[src/rtl/hp_slot_pkg.sv]
package hp_slot_pkg;
  localparam int REG_W  = 16;
  localparam int DATA_W = 2 * REG_W;
  localparam int BE_W   = DATA_W / 8;

  // control bit positions
  localparam int CT_ABPE = 0;
  localparam int CT_PDCE = 3;
  localparam int CT_CCIE = 4;
  localparam int CT_HPIE = 5;
  localparam int CT_AI_LO = 6;
  localparam int CT_PI_LO = 8;
  localparam int CT_PCC  = 10;
  localparam int CT_EIC  = 11;

  // status bit positions
  localparam int ST_ABP = 0;
  localparam int ST_PDC = 3;
  localparam int ST_CC  = 4;
  localparam int ST_PDS = 6;
  localparam int ST_EIS = 7;

  localparam logic [1:0] IND_ON  = 2'b01;
  localparam logic [1:0] IND_OFF = 2'b11;

  // events that can raise a notification; enables share the positions
  localparam logic [REG_W-1:0] EV_MASK =
    (REG_W'(1) << ST_ABP) | (REG_W'(1) << ST_PDC) | (REG_W'(1) << ST_CC);

  typedef struct packed {
    logic             ctrlLoad;
    logic [REG_W-1:0] ctrlVal;
    logic [REG_W-1:0] statClr;
    logic             eisFlip;
    logic             detach;
    logic             cmdDone;
    logic             setAbp;
    logic             setPdc;
    logic             setPds;
  } hpStrobe_t;
endpackage

[src/rtl/hp_slot_dp.sv]
module hp_slot_dp
  import hp_slot_pkg::*;
#(
  parameter bit HAS_PWR_CTL  = 1'b1,
  parameter bit HAS_LINK_RPT = 1'b1
) (
  input  logic             clk,
  input  logic             rst_n,
  input  logic             devPresent,
  input  hpStrobe_t        stb,
  output logic [REG_W-1:0] ctrlQ,
  output logic [REG_W-1:0] statQ,
  output logic             linkActive,
  output logic             detachReq
);
  localparam logic [REG_W-1:0] AI_OFF_BITS = REG_W'(IND_OFF) << CT_AI_LO;
  localparam logic [REG_W-1:0] CTRL_RST_FULL = HAS_PWR_CTL ?
    (AI_OFF_BITS | (REG_W'(IND_ON) << CT_PI_LO)) : AI_OFF_BITS;
  localparam logic [REG_W-1:0] CTRL_RST_EMPTY = HAS_PWR_CTL ?
    (AI_OFF_BITS | (REG_W'(IND_OFF) << CT_PI_LO) | (REG_W'(1) << CT_PCC)) : AI_OFF_BITS;

  logic [REG_W-1:0] statNext;

  always_comb begin
    statNext = statQ & ~stb.statClr;
    if (stb.eisFlip) statNext[ST_EIS] = ~statNext[ST_EIS];
    if (stb.detach) begin
      statNext[ST_PDS] = 1'b0;
      statNext[ST_PDC] = 1'b1;
    end
    if (stb.cmdDone) statNext[ST_CC] = 1'b1;
    if (stb.setAbp) statNext[ST_ABP] = 1'b1;
    if (stb.setPdc) statNext[ST_PDC] = 1'b1;
    if (stb.setPds) statNext[ST_PDS] = 1'b1;
  end

  always_ff @(posedge clk) begin
    if (!rst_n) begin
      ctrlQ     <= devPresent ? CTRL_RST_FULL : CTRL_RST_EMPTY;
      statQ     <= REG_W'(devPresent) << ST_PDS;
      detachReq <= 1'b0;
    end else begin
      if (stb.ctrlLoad) ctrlQ <= stb.ctrlVal;
      statQ     <= statNext;
      detachReq <= stb.detach;
    end
  end

  generate
    if (HAS_LINK_RPT) begin : g_link
      logic linkQ;
      always_ff @(posedge clk) begin
        if (!rst_n)          linkQ <= devPresent;
        else if (stb.setPds) linkQ <= 1'b1;
        else if (stb.detach) linkQ <= 1'b0;
      end
      assign linkActive = linkQ;
    end else begin : g_nolink
      assign linkActive = 1'b0;
    end
  endgenerate
endmodule

[src/rtl/hp_slot_ctl.sv]
module hp_slot_ctl
  import hp_slot_pkg::*;
#(
  parameter bit HAS_PWR_CTL = 1'b1
) (
  input  logic              clk,
  input  logic              rst_n,
  input  logic              wrEn,
  input  logic [DATA_W-1:0] wrData,
  input  logic [BE_W-1:0]   wrBe,
  input  logic              btnPress,
  input  logic              presChange,
  input  logic              devAdd,
  input  logic              msgMode,
  input  logic [REG_W-1:0]  ctrlQ,
  input  logic [REG_W-1:0]  statQ,
  output hpStrobe_t         stb,
  output logic              intLegacy,
  output logic              msgReq
);
  localparam logic [REG_W-1:0] WMASK_BASE = EV_MASK | (REG_W'(1) << CT_HPIE) |
    (REG_W'(3) << CT_AI_LO) | (REG_W'(3) << CT_PI_LO);
  localparam logic [REG_W-1:0] WMASK = HAS_PWR_CTL ?
    (WMASK_BASE | (REG_W'(1) << CT_PCC)) : WMASK_BASE;

  logic             ctrlTouch;
  logic             statTouch;
  logic [REG_W-1:0] merged;
  logic             notif;
  logic             notifQ;
  logic             statWrQ;
  logic             intQ;
  logic             msgQ;

  assign ctrlTouch = wrEn && (|wrBe[1:0]);
  assign statTouch = wrEn && (|wrBe[3:2]);

  generate
    for (genvar b = 0; b < REG_W / 8; b++) begin : g_merge
      assign merged[b*8 +: 8] = wrBe[b] ? wrData[b*8 +: 8] : ctrlQ[b*8 +: 8];
    end
  endgenerate

  always_comb begin
    stb          = '0;
    stb.ctrlLoad = ctrlTouch;
    stb.ctrlVal  = merged & WMASK;
    stb.cmdDone  = ctrlTouch;
    stb.eisFlip  = ctrlTouch && wrBe[1] && wrData[CT_EIC];
    stb.detach   = ctrlTouch && statQ[ST_PDS] && merged[CT_PCC] &&
                   (merged[CT_PI_LO +: 2] == IND_OFF);
    if (statTouch && wrBe[2]) stb.statClr = wrData[REG_W +: REG_W] & EV_MASK;
    stb.setAbp = btnPress || devAdd;
    stb.setPdc = presChange || devAdd;
    stb.setPds = devAdd;
  end

  assign notif = ctrlQ[CT_HPIE] && (|(statQ & ctrlQ & EV_MASK));

  always_ff @(posedge clk) begin
    if (!rst_n) begin
      notifQ  <= 1'b0;
      statWrQ <= 1'b0;
      intQ    <= 1'b0;
      msgQ    <= 1'b0;
    end else begin
      notifQ  <= notif;
      statWrQ <= statTouch;
      msgQ    <= msgMode && (notif != notifQ);
      if (!msgMode && (notif != notifQ)) intQ <= notif;
      else if (!msgMode && statWrQ && !notif) intQ <= 1'b0;
    end
  end

  assign intLegacy = intQ;
  assign msgReq    = msgQ;
endmodule

[src/rtl/hp_slot_ctrl.sv]
module hp_slot_ctrl
  import hp_slot_pkg::*;
#(
  parameter bit HAS_PWR_CTL  = 1'b1,
  parameter bit HAS_LINK_RPT = 1'b1,
  parameter int VEC_W        = 5,
  parameter logic [VEC_W-1:0] MSG_VEC = 5'd9
) (
  input  logic              clk,
  input  logic              rst_n,
  input  logic              devPresent,
  input  logic              wrEn,
  input  logic [31:0]       wrData,
  input  logic [3:0]        wrBe,
  input  logic              btnPress,
  input  logic              presChange,
  input  logic              devAdd,
  input  logic              msgMode,
  output logic [31:0]       rdData,
  output logic              intLegacy,
  output logic              msgReq,
  output logic [VEC_W-1:0]  msgVector,
  output logic              detachReq,
  output logic              linkActive
);
  hpStrobe_t        stb;
  logic [REG_W-1:0] ctrlQ;
  logic [REG_W-1:0] statQ;

  hp_slot_ctl #(.HAS_PWR_CTL(HAS_PWR_CTL)) i_ctl (
    .clk(clk), .rst_n(rst_n), .wrEn(wrEn), .wrData(wrData), .wrBe(wrBe),
    .btnPress(btnPress), .presChange(presChange), .devAdd(devAdd),
    .msgMode(msgMode), .ctrlQ(ctrlQ), .statQ(statQ), .stb(stb),
    .intLegacy(intLegacy), .msgReq(msgReq)
  );

  hp_slot_dp #(.HAS_PWR_CTL(HAS_PWR_CTL), .HAS_LINK_RPT(HAS_LINK_RPT)) i_dp (
    .clk(clk), .rst_n(rst_n), .devPresent(devPresent), .stb(stb),
    .ctrlQ(ctrlQ), .statQ(statQ), .linkActive(linkActive), .detachReq(detachReq)
  );

  assign rdData    = {statQ, ctrlQ};
  assign msgVector = MSG_VEC;
endmodule

[config.mk]
export PLATFORM = sky130hd
export DESIGN_NAME = hp_slot_ctrl
export DESIGN_NICKNAME = d
export VERILOG_FILES = /design/src/rtl/hp_slot_pkg.sv /design/src/rtl/hp_slot_dp.sv /design/src/rtl/hp_slot_ctl.sv /design/src/rtl/hp_slot_ctrl.sv
export SDC_FILE = /design/constraint.sdc
export NUM_CORES = 1
export LEC_CHECK = 0
export ABC_AREA = 1
export BUFFER_PORTS_ARGS = -buffer_cell sky130_fd_sc_hd__buf_2
export CAP_MARGIN = 0
export CELL_PAD_IN_SITES_DETAIL_PLACEMENT = 0
export CELL_PAD_IN_SITES_GLOBAL_PLACEMENT = 2
export CORE_ASPECT_RATIO = 0.9
export CORE_MARGIN = 1.5
export CORE_UTILIZATION = 20
export CTS_CLUSTER_DIAMETER = 40
export DETAILED_ROUTE_END_ITERATION = 8
export HOLD_SLACK_MARGIN = 0.08
export PLACE_DENSITY = 0.94
export SYNTH_ARGS = -nofsm -noshare
export SYNTH_HDL_FRONTEND = slang
export SYNTH_SLANG_ARGS = --single-unit
[constraint.sdc]
create_clock -name clk -period 3.1 [get_ports clk]
set_clock_uncertainty 0.1 [all_clocks]
set_input_delay 0.62 -clock clk [delete_from_list [all_inputs] [get_ports clk]]
set_output_delay 0.62 -clock clk [all_outputs]
set_load 0.05 [all_outputs]
==> flow_results.xml <==
<?xml version="1.0" encoding="UTF-8"?>
<metrics>
  <group name="setup_path">
    <metric name="cp_num_cells" unit="">3</metric>
    <metric name="worstReg2RegStart" unit="">i_dp.ctrlQ[8]</metric>
    <metric name="crit_path_max_fanout" unit="">6</metric>
    <metric name="crit_arrival" unit="ns">1.54</metric>
    <metric name="stage_delay_of_the_slowest_cell_on_the_critical_path" unit="ns">0.71</metric>
    <metric name="crit_chain" unit="">buf_2 -&gt; inv_1 -&gt; o21ai_0</metric>
    <metric name="crit_start" unit="">wrEn</metric>
    <metric name="worst_setup_path_end_kind" unit="">flop</metric>
    <metric name="cpLargestDelayFamily" unit="">compound AO/OA/AOI/OAI gates</metric>
    <metric name="setup.worst_path.start_class" unit="">input pin</metric>
    <metric name="cp.buffers_inverters" unit="">2</metric>
    <metric name="criticalPathCategory" unit="">in2reg</metric>
    <metric name="endpoint" unit="">i_dp.ctrlQ[7]</metric>
    <metric name="regToRegEndpoint" unit="">i_dp.linkActive</metric>
    <metric name="critical-path-slowest-cell" unit="">o21ai_0</metric>
    <metric name="crit_required" unit="ns">2.88</metric>
    <metric name="setup.reg_to_reg.worst_slack" unit="ns">1.77</metric>
    <metric name="worst-r2r-cell-count" unit="">5</metric>
  </group>
  <group name="cts">
    <metric name="tritoncts" unit="">built</metric>
    <metric name="cts_hold_repair.buffers" unit="">0</metric>
    <metric name="cts_setup_buffers" unit="">0</metric>
    <metric name="cts_buf_count" unit="">3</metric>
    <metric name="clock_tree.buffer_depth" unit="">2</metric>
    <metric name="clock_network_latency_to_the_later_pin_of_the_worst_skew_pair" unit="ns">0.25</metric>
    <metric name="cts-root-buf" unit="">clkbuf_8</metric>
    <metric name="cts.reportedPaths.clkPinSlew" unit="ns">0.07</metric>
    <metric name="clock-sinks" unit="">20</metric>
    <metric name="cts.repair.resized" unit="">0</metric>
    <metric name="htreeDepth" unit="">1</metric>
  </group>
  <group name="place">
    <metric name="hpwlAfterDp" unit="um">1900</metric>
    <metric name="placed_cell_area" unit="um^2">1230</metric>
    <metric name="placement.io_buffers" unit="">42</metric>
    <metric name="place.detailed.instances" unit="">232</metric>
    <metric name="place_congestion" unit="">0.709</metric>
    <metric name="pre_cts_slack" unit="ns">0.991</metric>
  </group>
  <group name="run">
    <metric name="max_cap_violation_count" unit="">0</metric>
  </group>
  <group name="timing">
    <metric name="hold_violations" unit="">0</metric>
    <metric name="max-slew-margin-rel" unit="%">39.6</metric>
    <metric name="tightest_slew" unit="ns">0.896</metric>
    <metric name="report.final.slew_viol_count" unit="">0</metric>
    <metric name="clock.fmax" unit="GHz">0.568</metric>
    <metric name="fin_tns_setup" unit="ns">0</metric>
    <metric name="timing.final.setup_violations" unit="">0</metric>
    <metric name="fin_hold_ws" unit="ns">0.354</metric>
    <metric name="share_of_the_clock_period_used_by_the_worst_path_after_layout" unit="%">56.8</metric>
    <metric name="finalCriticalPeriod" unit="ns">1.76</metric>
    <metric name="rsz0062_at_grt" unit="">false</metric>
    <metric name="setup_slack" unit="ns">1.34</metric>
  </group>
  <group name="floorplan">
    <metric name="initial_utilization" unit="%">21.1</metric>
    <metric name="die_boundary_width" unit="um">79.3</metric>
    <metric name="die-area" unit="um^2">5680</metric>
    <metric name="core_area" unit="um^2">4950</metric>
    <metric name="fp-row-count" unit="">24</metric>
    <metric name="ios" unit="">85</metric>
    <metric name="dieHeight" unit="um">71.7</metric>
  </group>
  <group name="cells_and_area">
    <metric name="postLayoutCoreUtil" unit="%">25.8</metric>
    <metric name="share_of_post_route_cells_with_drive_strength_above_1" unit="%">28.2</metric>
    <metric name="fill_cells" unit="">577</metric>
    <metric name="flow.area_growth_from_synthesis" unit="%">21.9</metric>
    <metric name="num_antenna_cells" unit="">0</metric>
    <metric name="num-nets-final" unit="">216</metric>
    <metric name="postLayoutCellArea" unit="um^2">1280</metric>
    <metric name="final_cells" unit="">235</metric>
  </group>
  <group name="grt">
    <metric name="global_route.overflow_total" unit="">0</metric>
    <metric name="initial_antenna_violation_count" unit="">0</metric>
    <metric name="grt_use_total" unit="%">8.37</metric>
    <metric name="grt_max_degree" unit="">17</metric>
    <metric name="grt_pass1_wl" unit="um">3510</metric>
    <metric name="via_count_of_the_first_global_routing_pass" unit="">746</metric>
  </group>
  <group name="pwr">
    <metric name="seqPwrFrac" unit="%">45.2</metric>
    <metric name="totalPowerFinal" unit="uW">688</metric>
    <metric name="ir_drop" unit="V">0.000140</metric>
    <metric name="comb_power_share" unit="%">30.5</metric>
    <metric name="power.share.switching" unit="%">38.3</metric>
    <metric name="total_leakage_power" unit="nW">0.667</metric>
    <metric name="power_frac_clock" unit="%">24.4</metric>
    <metric name="power_switching" unit="uW">264</metric>
    <metric name="power-per-cell-area" unit="nW/um^2">539</metric>
    <metric name="intPower" unit="uW">424</metric>
  </group>
  <group name="yosys">
    <metric name="synth-seq-area-share" unit="%">47.8</metric>
    <metric name="post_synth_inst_count" unit="">129</metric>
    <metric name="yosys_warning_count" unit="">0</metric>
    <metric name="post_synth_instance_area" unit="um^2">1050</metric>
    <metric name="yosys_register_bits" unit="">20</metric>
    <metric name="synth.avg_cell_area" unit="um^2">8.12</metric>
    <metric name="yosys.cell_types.count" unit="">19</metric>
  </group>
  <group name="drt">
    <metric name="antenna_violating_nets_post_route" unit="">0</metric>
    <metric name="average_detailed_routed_wire_length_per_instance" unit="um">9.94</metric>
    <metric name="drt_pass1_iterations" unit="">4</metric>
    <metric name="drt-initial-drc-count" unit="">43</metric>
    <metric name="dr_total_vias" unit="">852</metric>
    <metric name="routed_wirelength" unit="um">2340</metric>
    <metric name="vias_per_cell" unit="">3.63</metric>
    <metric name="post-route-drc-count" unit="">0</metric>
  </group>
  <group name="worst_hold_path">
    <metric name="min-delay-path-class" unit="">reg2reg</metric>
  </group>
  <group name="run_status">
    <metric name="run_status" unit="">finished, final reports clean</metric>
  </group>
</metrics>
## per-layer routing
| layer | up-vias | global-route usage [%] | part of all wire (%) |
|---|---|---|---|
| li1 | 440 | - | - |
| met1 | 375 | 11.7 | 50 |
| met2 | 37 | 12.0 | 43 |
| met3 | 0 | 2.17 | 6.8 |
| met4 | 0 | 4.09 | 0 |
| met5 | - | 0 | 0 |
## cell type report
class / count / area (um^2) / area share [%]
inverters: 17 / 63.8 / 5.00
well taps: 65 / 81.3 / 6.37
multi-input cells: 88 / 379 / 29.7
repair buffers: 42 / 210 / 16.5
clock buffers: 3 / 41.3 / 3.24
flip-flops and latches: 20 / 500 / 39.2
## synth_stat cells, drive strengths merged
library cell  instances  area [um^2]
nand3                 8         40.0
a21oi                 6         33.8
conb                  2         7.51
buf                  24          178
edfxtp               10          300
dfxtp                10          200
inv                  17         63.8
nand4                 2         18.8
o21ai                 7         38.8
or2                   1         6.26
nor2                 14         52.6
nor3                  1         5.00
nand2                26         97.6
clkbuf                1         5.00
## power by group through the flow
stage	Clock (mW)	Sequential [mW]	Combinational (mW)
4_1_cts	0.175	0.311	0.211
3_5_place_dp	0	0.317	0.211
2_1_floorplan	0	0.383	0.121
3_3_place_gp	0	0.317	0.209
6_report	0.168	0.311	0.210
5_1_grt	0.187	0.314	0.224
## flip-flops by register name, summed over array words and instances, names as in the netlist
| register | count |
|---|---|
| i_ctl.notifQ | 1 |
| i_dp.detachReq | 1 |
| i_ctl.msgReq | 1 |
| i_ctl.intLegacy | 1 |
| i_ctl.statWrQ | 1 |
| i_dp.statQ | 5 |
| i_dp.linkActive | 1 |
| i_dp.ctrlQ | 9 |
## worst min-delay path by stage
stage	startpoint	end	slack, ns	depth (start not counted)
2_1_floorplan	i_ctl.statWrQ	i_ctl.intLegacy	0.42	3
3_3_place_gp	i_ctl.intLegacy	i_ctl.intLegacy	0.34	2
3_5_place_dp	i_ctl.intLegacy	i_ctl.intLegacy	0.34	2
4_1_cts	i_ctl.intLegacy	i_ctl.intLegacy	0.36	2
5_1_grt	i_ctl.intLegacy	i_ctl.intLegacy	0.38	2
6_report	i_ctl.intLegacy	i_ctl.intLegacy	0.35	2
## cell families after synthesis
family | count (synthesis) | share of synthesized area, %
compound gates | 13 | 6.93
other cells | 2 | 0.717
simple gates | 52 | 21.0
flops | 20 | 47.8
buf+inv | 42 | 23.5
## cells in the final DEF, fill, tap and decap left out, drive strengths merged
cell type  count
a21oi          6
buf           42
clkbuf         3
conb          23
dfxtp         10
edfxtp        10
inv           17
nand2         26
nand3          8
nand4          2
nor2          14
nor3           1
o21ai          7
or2            1
## worst register-to-register path: stages (launching register included)
cell and delay (ns):
edfxtp_1 0.38, or2_1 0.21, o21ai_1 0.11, nor2_1 0.07, nand4_2 0.12, nand3_1 0.09
(Power assumes the default switching activity.)
